--- src/rtl/hfu_pkg.sv ---
package hfu_pkg;
  typedef enum logic [1:0] {
    SRC_RF    = 2'd0,
    SRC_EXMEM = 2'd1,
    SRC_MEMWB = 2'd2
  } fwd_src_e;
endpackage

--- src/rtl/hfu_operand_bypass.sv ---
module hfu_operand_bypass #(
  parameter int unsigned AW = 5
) (
  input  logic [AW-1:0]     src,
  input  logic              used,
  input  logic [AW-1:0]     exm_rd,
  input  logic              exm_we,
  input  logic              exm_load,
  input  logic [AW-1:0]     mwb_rd,
  input  logic              mwb_we,
  output hfu_pkg::fwd_src_e sel
);
  localparam logic [AW-1:0] ZERO_REG = '0;

  logic exm_hit;
  logic mwb_hit;

  always_comb begin
    exm_hit = used && exm_we && (exm_rd != ZERO_REG) && (exm_rd == src);
    mwb_hit = used && mwb_we && (mwb_rd != ZERO_REG) && (mwb_rd == src);
    // younger stage shadows older; a load's EX/MEM slot holds an address
    if (exm_hit)      sel = exm_load ? hfu_pkg::SRC_RF : hfu_pkg::SRC_EXMEM;
    else if (mwb_hit) sel = hfu_pkg::SRC_MEMWB;
    else              sel = hfu_pkg::SRC_RF;
  end
endmodule

--- src/rtl/hfu_load_use.sv ---
module hfu_load_use #(
  parameter int unsigned AW = 5
) (
  input  logic [AW-1:0] id_rs1,
  input  logic          id_rs1_used,
  input  logic [AW-1:0] id_rs2,
  input  logic          id_rs2_used,
  input  logic          id_is_store,
  input  logic [AW-1:0] ex_rd,
  input  logic          ex_we,
  input  logic          ex_load,
  output logic          hazard
);
  localparam logic [AW-1:0] ZERO_REG = '0;

  logic ld_valid;
  logic hit1;
  logic hit2;

  always_comb begin
    ld_valid = ex_load && ex_we && (ex_rd != ZERO_REG);
    hit1     = id_rs1_used && (id_rs1 == ex_rd);
    // store data is consumed in memory stage, reached by the late bypass
    hit2     = id_rs2_used && !id_is_store && (id_rs2 == ex_rd);
    hazard   = ld_valid && (hit1 || hit2);
  end
endmodule

--- src/rtl/hfu_branch_guard.sv ---
module hfu_branch_guard #(
  parameter int unsigned AW = 5
) (
  input  logic [AW-1:0] id_rs1,
  input  logic          id_is_branch,
  input  logic [AW-1:0] ex_rd,
  input  logic          ex_we,
  input  logic [AW-1:0] mem_rd,
  input  logic          mem_we,
  input  logic          mem_load,
  output logic          hazard,
  output logic          take_exm
);
  localparam logic [AW-1:0] ZERO_REG = '0;

  logic ex_hit;
  logic mem_hit;

  always_comb begin
    ex_hit   = id_is_branch && ex_we && (ex_rd != ZERO_REG) && (ex_rd == id_rs1);
    mem_hit  = id_is_branch && mem_we && (mem_rd != ZERO_REG) && (mem_rd == id_rs1);
    hazard   = ex_hit || (mem_hit && mem_load);
    take_exm = mem_hit && !mem_load && !ex_hit;
  end
endmodule

--- src/rtl/hazard_fwd_unit.sv ---
module hazard_fwd_unit #(
  parameter int unsigned AW = 5
) (
  input  logic          clk,
  input  logic          rst_n,
  input  logic [AW-1:0] id_rs1,
  input  logic [AW-1:0] id_rs2,
  input  logic          id_rs1_used,
  input  logic          id_rs2_used,
  input  logic          id_is_store,
  input  logic          id_is_branch,
  input  logic [AW-1:0] ex_rs1,
  input  logic [AW-1:0] ex_rs2,
  input  logic          ex_rs1_used,
  input  logic          ex_rs2_used,
  input  logic [AW-1:0] ex_rd,
  input  logic          ex_wr_en,
  input  logic          ex_is_load,
  input  logic [AW-1:0] mem_rd,
  input  logic          mem_wr_en,
  input  logic          mem_is_load,
  input  logic          mem_is_store,
  input  logic [AW-1:0] mem_rs2,
  input  logic [AW-1:0] wb_rd,
  input  logic          wb_wr_en,
  output logic [1:0]    alu_a_sel,
  output logic [1:0]    alu_b_sel,
  output logic          br_src_sel,
  output logic          st_data_sel,
  output logic          stall_fe,
  output logic          bubble_ex
);
  localparam int unsigned   NUM_OPS  = 2;
  localparam logic [AW-1:0] ZERO_REG = '0;

  logic [AW-1:0]     op_src  [NUM_OPS];
  logic              op_used [NUM_OPS];
  hfu_pkg::fwd_src_e op_sel  [NUM_OPS];

  assign op_src[0]  = ex_rs1;
  assign op_src[1]  = ex_rs2;
  assign op_used[0] = ex_rs1_used;
  assign op_used[1] = ex_rs2_used;

  for (genvar g = 0; g < NUM_OPS; g++) begin : g_op
    hfu_operand_bypass #(.AW(AW)) u_byp (
      .src      (op_src[g]),
      .used     (op_used[g]),
      .exm_rd   (mem_rd),
      .exm_we   (mem_wr_en),
      .exm_load (mem_is_load),
      .mwb_rd   (wb_rd),
      .mwb_we   (wb_wr_en),
      .sel      (op_sel[g])
    );
  end

  assign alu_a_sel = op_sel[0];
  assign alu_b_sel = op_sel[1];

  logic lu_hazard;
  logic br_hazard;
  logic br_exm;

  hfu_load_use #(.AW(AW)) u_lu (
    .id_rs1      (id_rs1),
    .id_rs1_used (id_rs1_used),
    .id_rs2      (id_rs2),
    .id_rs2_used (id_rs2_used),
    .id_is_store (id_is_store),
    .ex_rd       (ex_rd),
    .ex_we       (ex_wr_en),
    .ex_load     (ex_is_load),
    .hazard      (lu_hazard)
  );

  hfu_branch_guard #(.AW(AW)) u_br (
    .id_rs1       (id_rs1),
    .id_is_branch (id_is_branch),
    .ex_rd        (ex_rd),
    .ex_we        (ex_wr_en),
    .mem_rd       (mem_rd),
    .mem_we       (mem_wr_en),
    .mem_load     (mem_is_load),
    .hazard       (br_hazard),
    .take_exm     (br_exm)
  );

  logic hold;

  always_comb begin
    hold        = lu_hazard || br_hazard;
    stall_fe    = hold;
    bubble_ex   = hold;
    br_src_sel  = br_exm;
    st_data_sel = mem_is_store && wb_wr_en && (wb_rd != ZERO_REG) && (wb_rd == mem_rs2);
  end

  // zero destinations everywhere leave every output idle
  a_r1_zero_dest_quiet: assert property (@(posedge clk) disable iff (!rst_n)
    (ex_rd == ZERO_REG && mem_rd == ZERO_REG && wb_rd == ZERO_REG) |->
    (!stall_fe && alu_a_sel == 2'd0 && alu_b_sel == 2'd0 && !br_src_sel && !st_data_sel));

  // younger memory-stage ALU writer beats writeback
  a_r3_younger_wins: assert property (@(posedge clk) disable iff (!rst_n)
    (ex_rs1_used && ex_rs1 != ZERO_REG && mem_wr_en && !mem_is_load && mem_rd == ex_rs1 &&
     wb_wr_en && wb_rd == ex_rs1) |-> (alu_a_sel == 2'd1));

  // load in execute feeding decode first source holds the front end
  a_r5_load_use_stalls: assert property (@(posedge clk) disable iff (!rst_n)
    (ex_is_load && ex_wr_en && ex_rd != ZERO_REG && id_rs1_used && id_rs1 == ex_rd) |->
    (stall_fe && bubble_ex));

  // a store using only its data register never stalls
  a_r6_store_data_no_stall: assert property (@(posedge clk) disable iff (!rst_n)
    (id_is_store && !id_rs1_used && !id_is_branch) |-> !stall_fe);

  // branch on an execute-stage writer stalls and does not bypass
  a_r7_branch_on_ex_writer: assert property (@(posedge clk) disable iff (!rst_n)
    (id_is_branch && ex_wr_en && ex_rd != ZERO_REG && ex_rd == id_rs1) |->
    (stall_fe && !br_src_sel));

  // branch on a load still in memory stage stalls
  a_r8_branch_on_mem_load: assert property (@(posedge clk) disable iff (!rst_n)
    (id_is_branch && mem_wr_en && mem_is_load && mem_rd != ZERO_REG && mem_rd == id_rs1) |->
    stall_fe);

  // stall and bubble always move together
  a_r10_stall_bubble_pair: assert property (@(posedge clk) disable iff (!rst_n)
    $countones({stall_fe, bubble_ex}) != 1);
endmodule

--- config.mk ---
export PLATFORM = sky130hd
export DESIGN_NAME = hazard_fwd_unit
export DESIGN_NICKNAME = d
export VERILOG_FILES = /design/src/rtl/hfu_pkg.sv /design/src/rtl/hfu_operand_bypass.sv /design/src/rtl/hfu_load_use.sv /design/src/rtl/hfu_branch_guard.sv /design/src/rtl/hazard_fwd_unit.sv
export SDC_FILE = /design/constraint.sdc
export NUM_CORES = 1
export LEC_CHECK = 0
export BUFFER_PORTS_ARGS = -buffer_cell sky130_fd_sc_hd__buf_4
export CAP_MARGIN = 20
export CORE_UTILIZATION = 37
export DETAILED_ROUTE_END_ITERATION = 8
export PLACE_DENSITY = 0.84
export SLEW_MARGIN = 20
export SYNTH_ARGS = -nofsm -noshare
export SYNTH_HDL_FRONTEND = slang
export SYNTH_SLANG_ARGS = --single-unit
--- constraint.sdc ---
create_clock -name vclk -period 2
set_input_delay 0.2 -clock vclk [all_inputs]
set_output_delay 0.2 -clock vclk [all_outputs]
set_load 0.02 [all_outputs]
==> Word level (Yosys, flattened, before mapping) <==
Index checks and enable logic that the tools add are counted.
Widths: inputs -> output; s select.
{ "classes": {"n_reduce_logical": 39, "n_eq_ne": 9, "n_mux": 5} }
{ "op_table": {"columns": ["operator", "n"], "rows": [
  ["$eq 5x5->1", 9],
  ["$logic_and 1x1->1", 30],
  ["$reduce_bool 5->1", 3],
  ["$mux 2", 4],
  ["$logic_not 1->1", 3],
  ["$logic_or 1x1->1", 3],
  ["$mux 1", 1]
]} }
{ "word_totals": {"out_inout_bits": 8, "register_bits": 0, "in_bits": 54, "wordCells": 53} }

==> Longest topological paths before layout <==
{ "depth": {"depth_word": 6, "depth_mapped": 5, "ltp_nobuf": 4} }

==> By module <==
Synthesis repeated with hierarchy kept, for this count alone.
{ "hier_totals": {"cells_unflattened": 94, "area_unflattened_um2": 726.9} }
{ "modules_own_cells": {"columns": ["module", "n_inst", "area_each_um2", "cells_per_inst", "seq_area_each_um2"], "rows": [
  ["hfu_operand_bypass", 2, 160.2, 21, 0.0],
  ["hfu_branch_guard", 1, 177.7, 23, 0.0],
  ["hfu_load_use", 1, 138.9, 17, 0.0],
  ["hazard_fwd_unit", 1, 90.1, 12, 0.0]
]} }

==> Worst setup path after synthesis <==
Ideal clock, no wire load.
{ "synth_timing": {"path_type": "in2out", "startpoint": "input mem_rd[0]", "endpoint": "output stall_fe", "arrival_ns": 1.587, "slack_ns": 0.213, "stages": 5, "n_path_buf": 1, "required_ns": 1.800, "path_cell_list": "or4_4 > o21ai_4 > nor3_2 > a311o_1 > buf_4"} }
{ "synth_between": {"elab_chain_len": 6, "elab_cells_between_ends": 7, "cone_classes": "eq/ne (1); reduce/logical (6)"} }
{ "synth_rtl": {"columns": ["element", "line", "source"], "rows": [
  ["from (decl)", "hazard_fwd_unit.sv:19", "input logic [AW-1:0] mem_rd,"],
  ["$reduce_bool 5->1", "hfu_branch_guard.sv:21", "mem_hit = id_is_branch && mem_we && (mem_rd != ZERO_REG) && (mem_rd == id_rs1);"],
  ["$logic_and 1x1->1", "hfu_branch_guard.sv:21", null],
  ["$logic_and 1x1->1 (*)", "hfu_branch_guard.sv:21", null],
  ["$logic_and 1x1->1 (*)", "hfu_branch_guard.sv:22", "hazard = ex_hit || (mem_hit && mem_load);"],
  ["$logic_or 1x1->1 (*)", "hfu_branch_guard.sv:22", null],
  ["$logic_or 1x1->1 (*)", "hazard_fwd_unit.sv:92", "hold = lu_hazard || br_hazard;"],
  ["to (decl)", "hazard_fwd_unit.sv:30", "output logic stall_fe,"]
]} }
Every way passes the cells marked *; elsewhere a longest branch is shown, timed or not.

==> Final worst setup path <==
{ "layout_timing": {"startpoint": "input ex_rd[1]", "endpoint": "output bubble_ex"} }
{ "layout_between": {"elab_chain_len": 5, "elab_cells_between_ends": 13, "cone_classes": "eq/ne (3); reduce/logical (10)"} }
{ "layout_rtl": {"columns": ["element", "line", "source"], "rows": [
  ["from (decl)", "hazard_fwd_unit.sv:16", "input logic [AW-1:0] ex_rd,"],
  ["$eq 5x5->1 (tied with other cells)", "hfu_load_use.sv:22, hfu_branch_guard.sv:20", null],
  ["$logic_and 1x1->1 (on tied branches)", "hfu_load_use.sv:22, hfu_load_use.sv:24, hfu_branch_guard.sv:20", null],
  ["$logic_or 1x1->1 / $logic_and 1x1->1 (equally long branches)", "hfu_load_use.sv:25, hfu_branch_guard.sv:20", null],
  ["$logic_and 1x1->1 / $logic_or 1x1->1 (equally long branches)", "hfu_load_use.sv:25, hfu_branch_guard.sv:22", null],
  ["$logic_or 1x1->1 (*)", "hazard_fwd_unit.sv:92", null],
  ["to (decl)", "hazard_fwd_unit.sv:31", "output logic bubble_ex"]
]} }
Marked as above.

==> out/qor.csv <==
stage,metric,value,unit
yosys,most numerous cell in the Yosys netlist,xnor2_1,
yosys,"top cells by count, synth","xnor2_1, xor2_1, nor3_1",
finish,fill count,125,
yosys,dominant cells by area after synthesis,"xnor2_1, xor2_1, nor3_1, nand4_1, nand3_1",
sta,Final min period,1.84,ns
cts,Post-CTS Setup Bufs,0,
routing,1st-pass router iterations,2,
routing,DR DRC count,0,
power_and_ir_drop,NetSw,87.9,µW
yosys,"Distinct cells, synth",19,
sta,final slew viol count,0,
cts,cts repair resizes,0,
floorplan,IO Pins,62,
grt,vias in the first global route,875,
yosys,register area share after synthesis,0,%
floorplan,Die Ht,42.2,µm
yosys,Mapped Nets,133,
yosys,syn avg cell area,7.57,µm²
floorplan,Initial Utilization,39.7,%
grt,initial antenna violation count,0,
run,Max Cap Viol,0,
grt,all-layer global routing usage,22.5,%
routing,1st-iter DRT viols,3,
routing,post-route ant nets,0,
floorplan,CORE AREA,1510,µm²
yosys,Post-Syn Area,598,µm²
setup_path,Setup CP Type,in2out,
finish,footprint of the multi-input gates,591,µm²
routing,drt via density,5.22,
floorplan,Die Area,1780,µm²
sta,Final Hold Viols,0,
yosys,Yosys warnings,0,
power_and_ir_drop,Peak supply drop,0.141,mV
grt,largest net degree at the start of global routing,6,
power_and_ir_drop,leak pwr,0.000442,µW
finish,share of post-route cells with drive strength above 1,46.0,%
power_and_ir_drop,PwrDens,203,nW/µm²
grt,first-pass GRT wire length,3360,µm
placement,gpl congestion,0.779,
sta,final setup TNS,0,ns
placement,I/O Buffers,60,
sta,Relative slew margins,83.1,%
finish,flip-flop and latch count,0,
yosys,largest area contributor in the netlist,xnor2_1,
yosys,Syn Inst Count,79,
finish,Area growth syn-to-layout,78.7,%
sta,RSZ-0062 raised after global routing,no,
finish,Nets,195,
setup_path,CP arrival,1.64,ns
finish,clock buf count,0,
finish,Antenna Diode Count,0,
floorplan,Rows,14,
sta,Slew @ Worst Pin,0.252,ns
power_and_ir_drop,Switching Fraction,40.5,%
hold_path,Worst Hold Class,in2out,
setup_path,CP required,1.80,ns
power_and_ir_drop,Power Total,217,µW
outcome,status,completed,
sta,period utilisation layout,91.9,%
sta,Max Clock Freq,544,MHz
grt,final global-route overflow total,0,
setup_path,Worst Setup End Kind,output pin,
routing,via count,809,
yosys,fraction of post-synthesis cell area in the top cell type by area,46.9,%
finish,Reg area,0,µm²
power_and_ir_drop,internal power,129,µW
power_and_ir_drop,combinational share of power,100.0,%
cts,CTS hold repair buffers,0,
sta,Setup Viol. Count Final,0,
floorplan,Die W,42.2,µm
routing,DR WL/cell,12.6,µm
power_and_ir_drop,sequential group share of total power,0,%
power_and_ir_drop,clock share of power,0,%
setup_path,crit path max fanout,3,
routing,final WL,1950,µm
setup_path,Worst Setup Start Kind,primary input,
## worst max-delay path, cell delays in order
cell     delay, ns
buf_4         0.13
or4_1         0.56
o21ai_0       0.19
nor3_1        0.09
a311o_1       0.30
buf_4         0.17
## routing by layer
layer  up-vias  track usage [%]  wire (µm)
met5         -                0          0
met4         0             3.13         14
met3         2             3.45        212
met2        51             46.2       1000
met1       352             23.9        719
li1        404                -          -
## path summary, 6_finish.rpt
| path | start | slack, ns | to | cells past startpoint |
|---|---|---|---|---|
| setup / recovery | ex_rd[1] | 0.16 | bubble_ex | 6 |
| hold / removal | mem_is_load | 0.70 | alu_b_sel[0] | 3 |
## cell usage in the layout (no fill, tap or decap)
master / synthesis / routed
nor3b_1: 1 / 1
o21a_1: 3 / 3
o22ai_1: 1 / 1
nand3b_1: 1 / 1
a311o_1: 1 / 1
or4_4: 1 / 1
buf_4: 1 / 61
or4_1: 2 / 2
nand4_1: 5 / 5
nor3_2: 1 / 1
o21ai_4: 1 / 1
o21ai_0: 1 / 1
o21ai_1: 1 / 1
xnor2_1: 32 / 32
nor3_1: 7 / 7
xor2_1: 8 / 8
nand2_1: 4 / 4
nand3_1: 6 / 6
nor4_1: 2 / 2
## power groups by stage
stage	registers [µW]	clock network, µW	logic, µW
after floorplan	0	0	92.1
after global placement	0	0	211
after detailed placement	0	0	217
after CTS	0	0	218
after global routing	0	0	235
final	0	0	217
## metrics by stage
stage | util [%] | hold WS, ns | instance area (µm²) | cells | setup slack, ns
2_1_floorplan | - | 0.483 | 598 | 79 | 0.213
3_3_place_gp | 70.9 | 0.695 | 1070 | 155 | 0.226
3_5_place_dp | 70.9 | 0.697 | 1070 | 155 | 0.179
4_1_cts | 70.9 | 0.698 | 1070 | 155 | 0.171
5_1_grt | 70.9 | 0.702 | 1070 | 155 | 0.0830
6_report | 70.9 | 0.697 | 1070 | 155 | 0.163
## cell families (layout without fill, tap and decap cells)
group,count (synthesis),count (layout),share of synthesized area [%]
xor+xnor,40,40,58.6
simple gates,30,30,29.3
compound gates,8,8,10.9
buf+inv,1,61,1.26
## layout make-up
class                           count  share of cell area (%)
Timing Repair Buffer               61                    42.9
Multi-Input combinational cell     78                    55.3
Tap cell                           16                    1.87
Power figures use the tool's default switching activity.
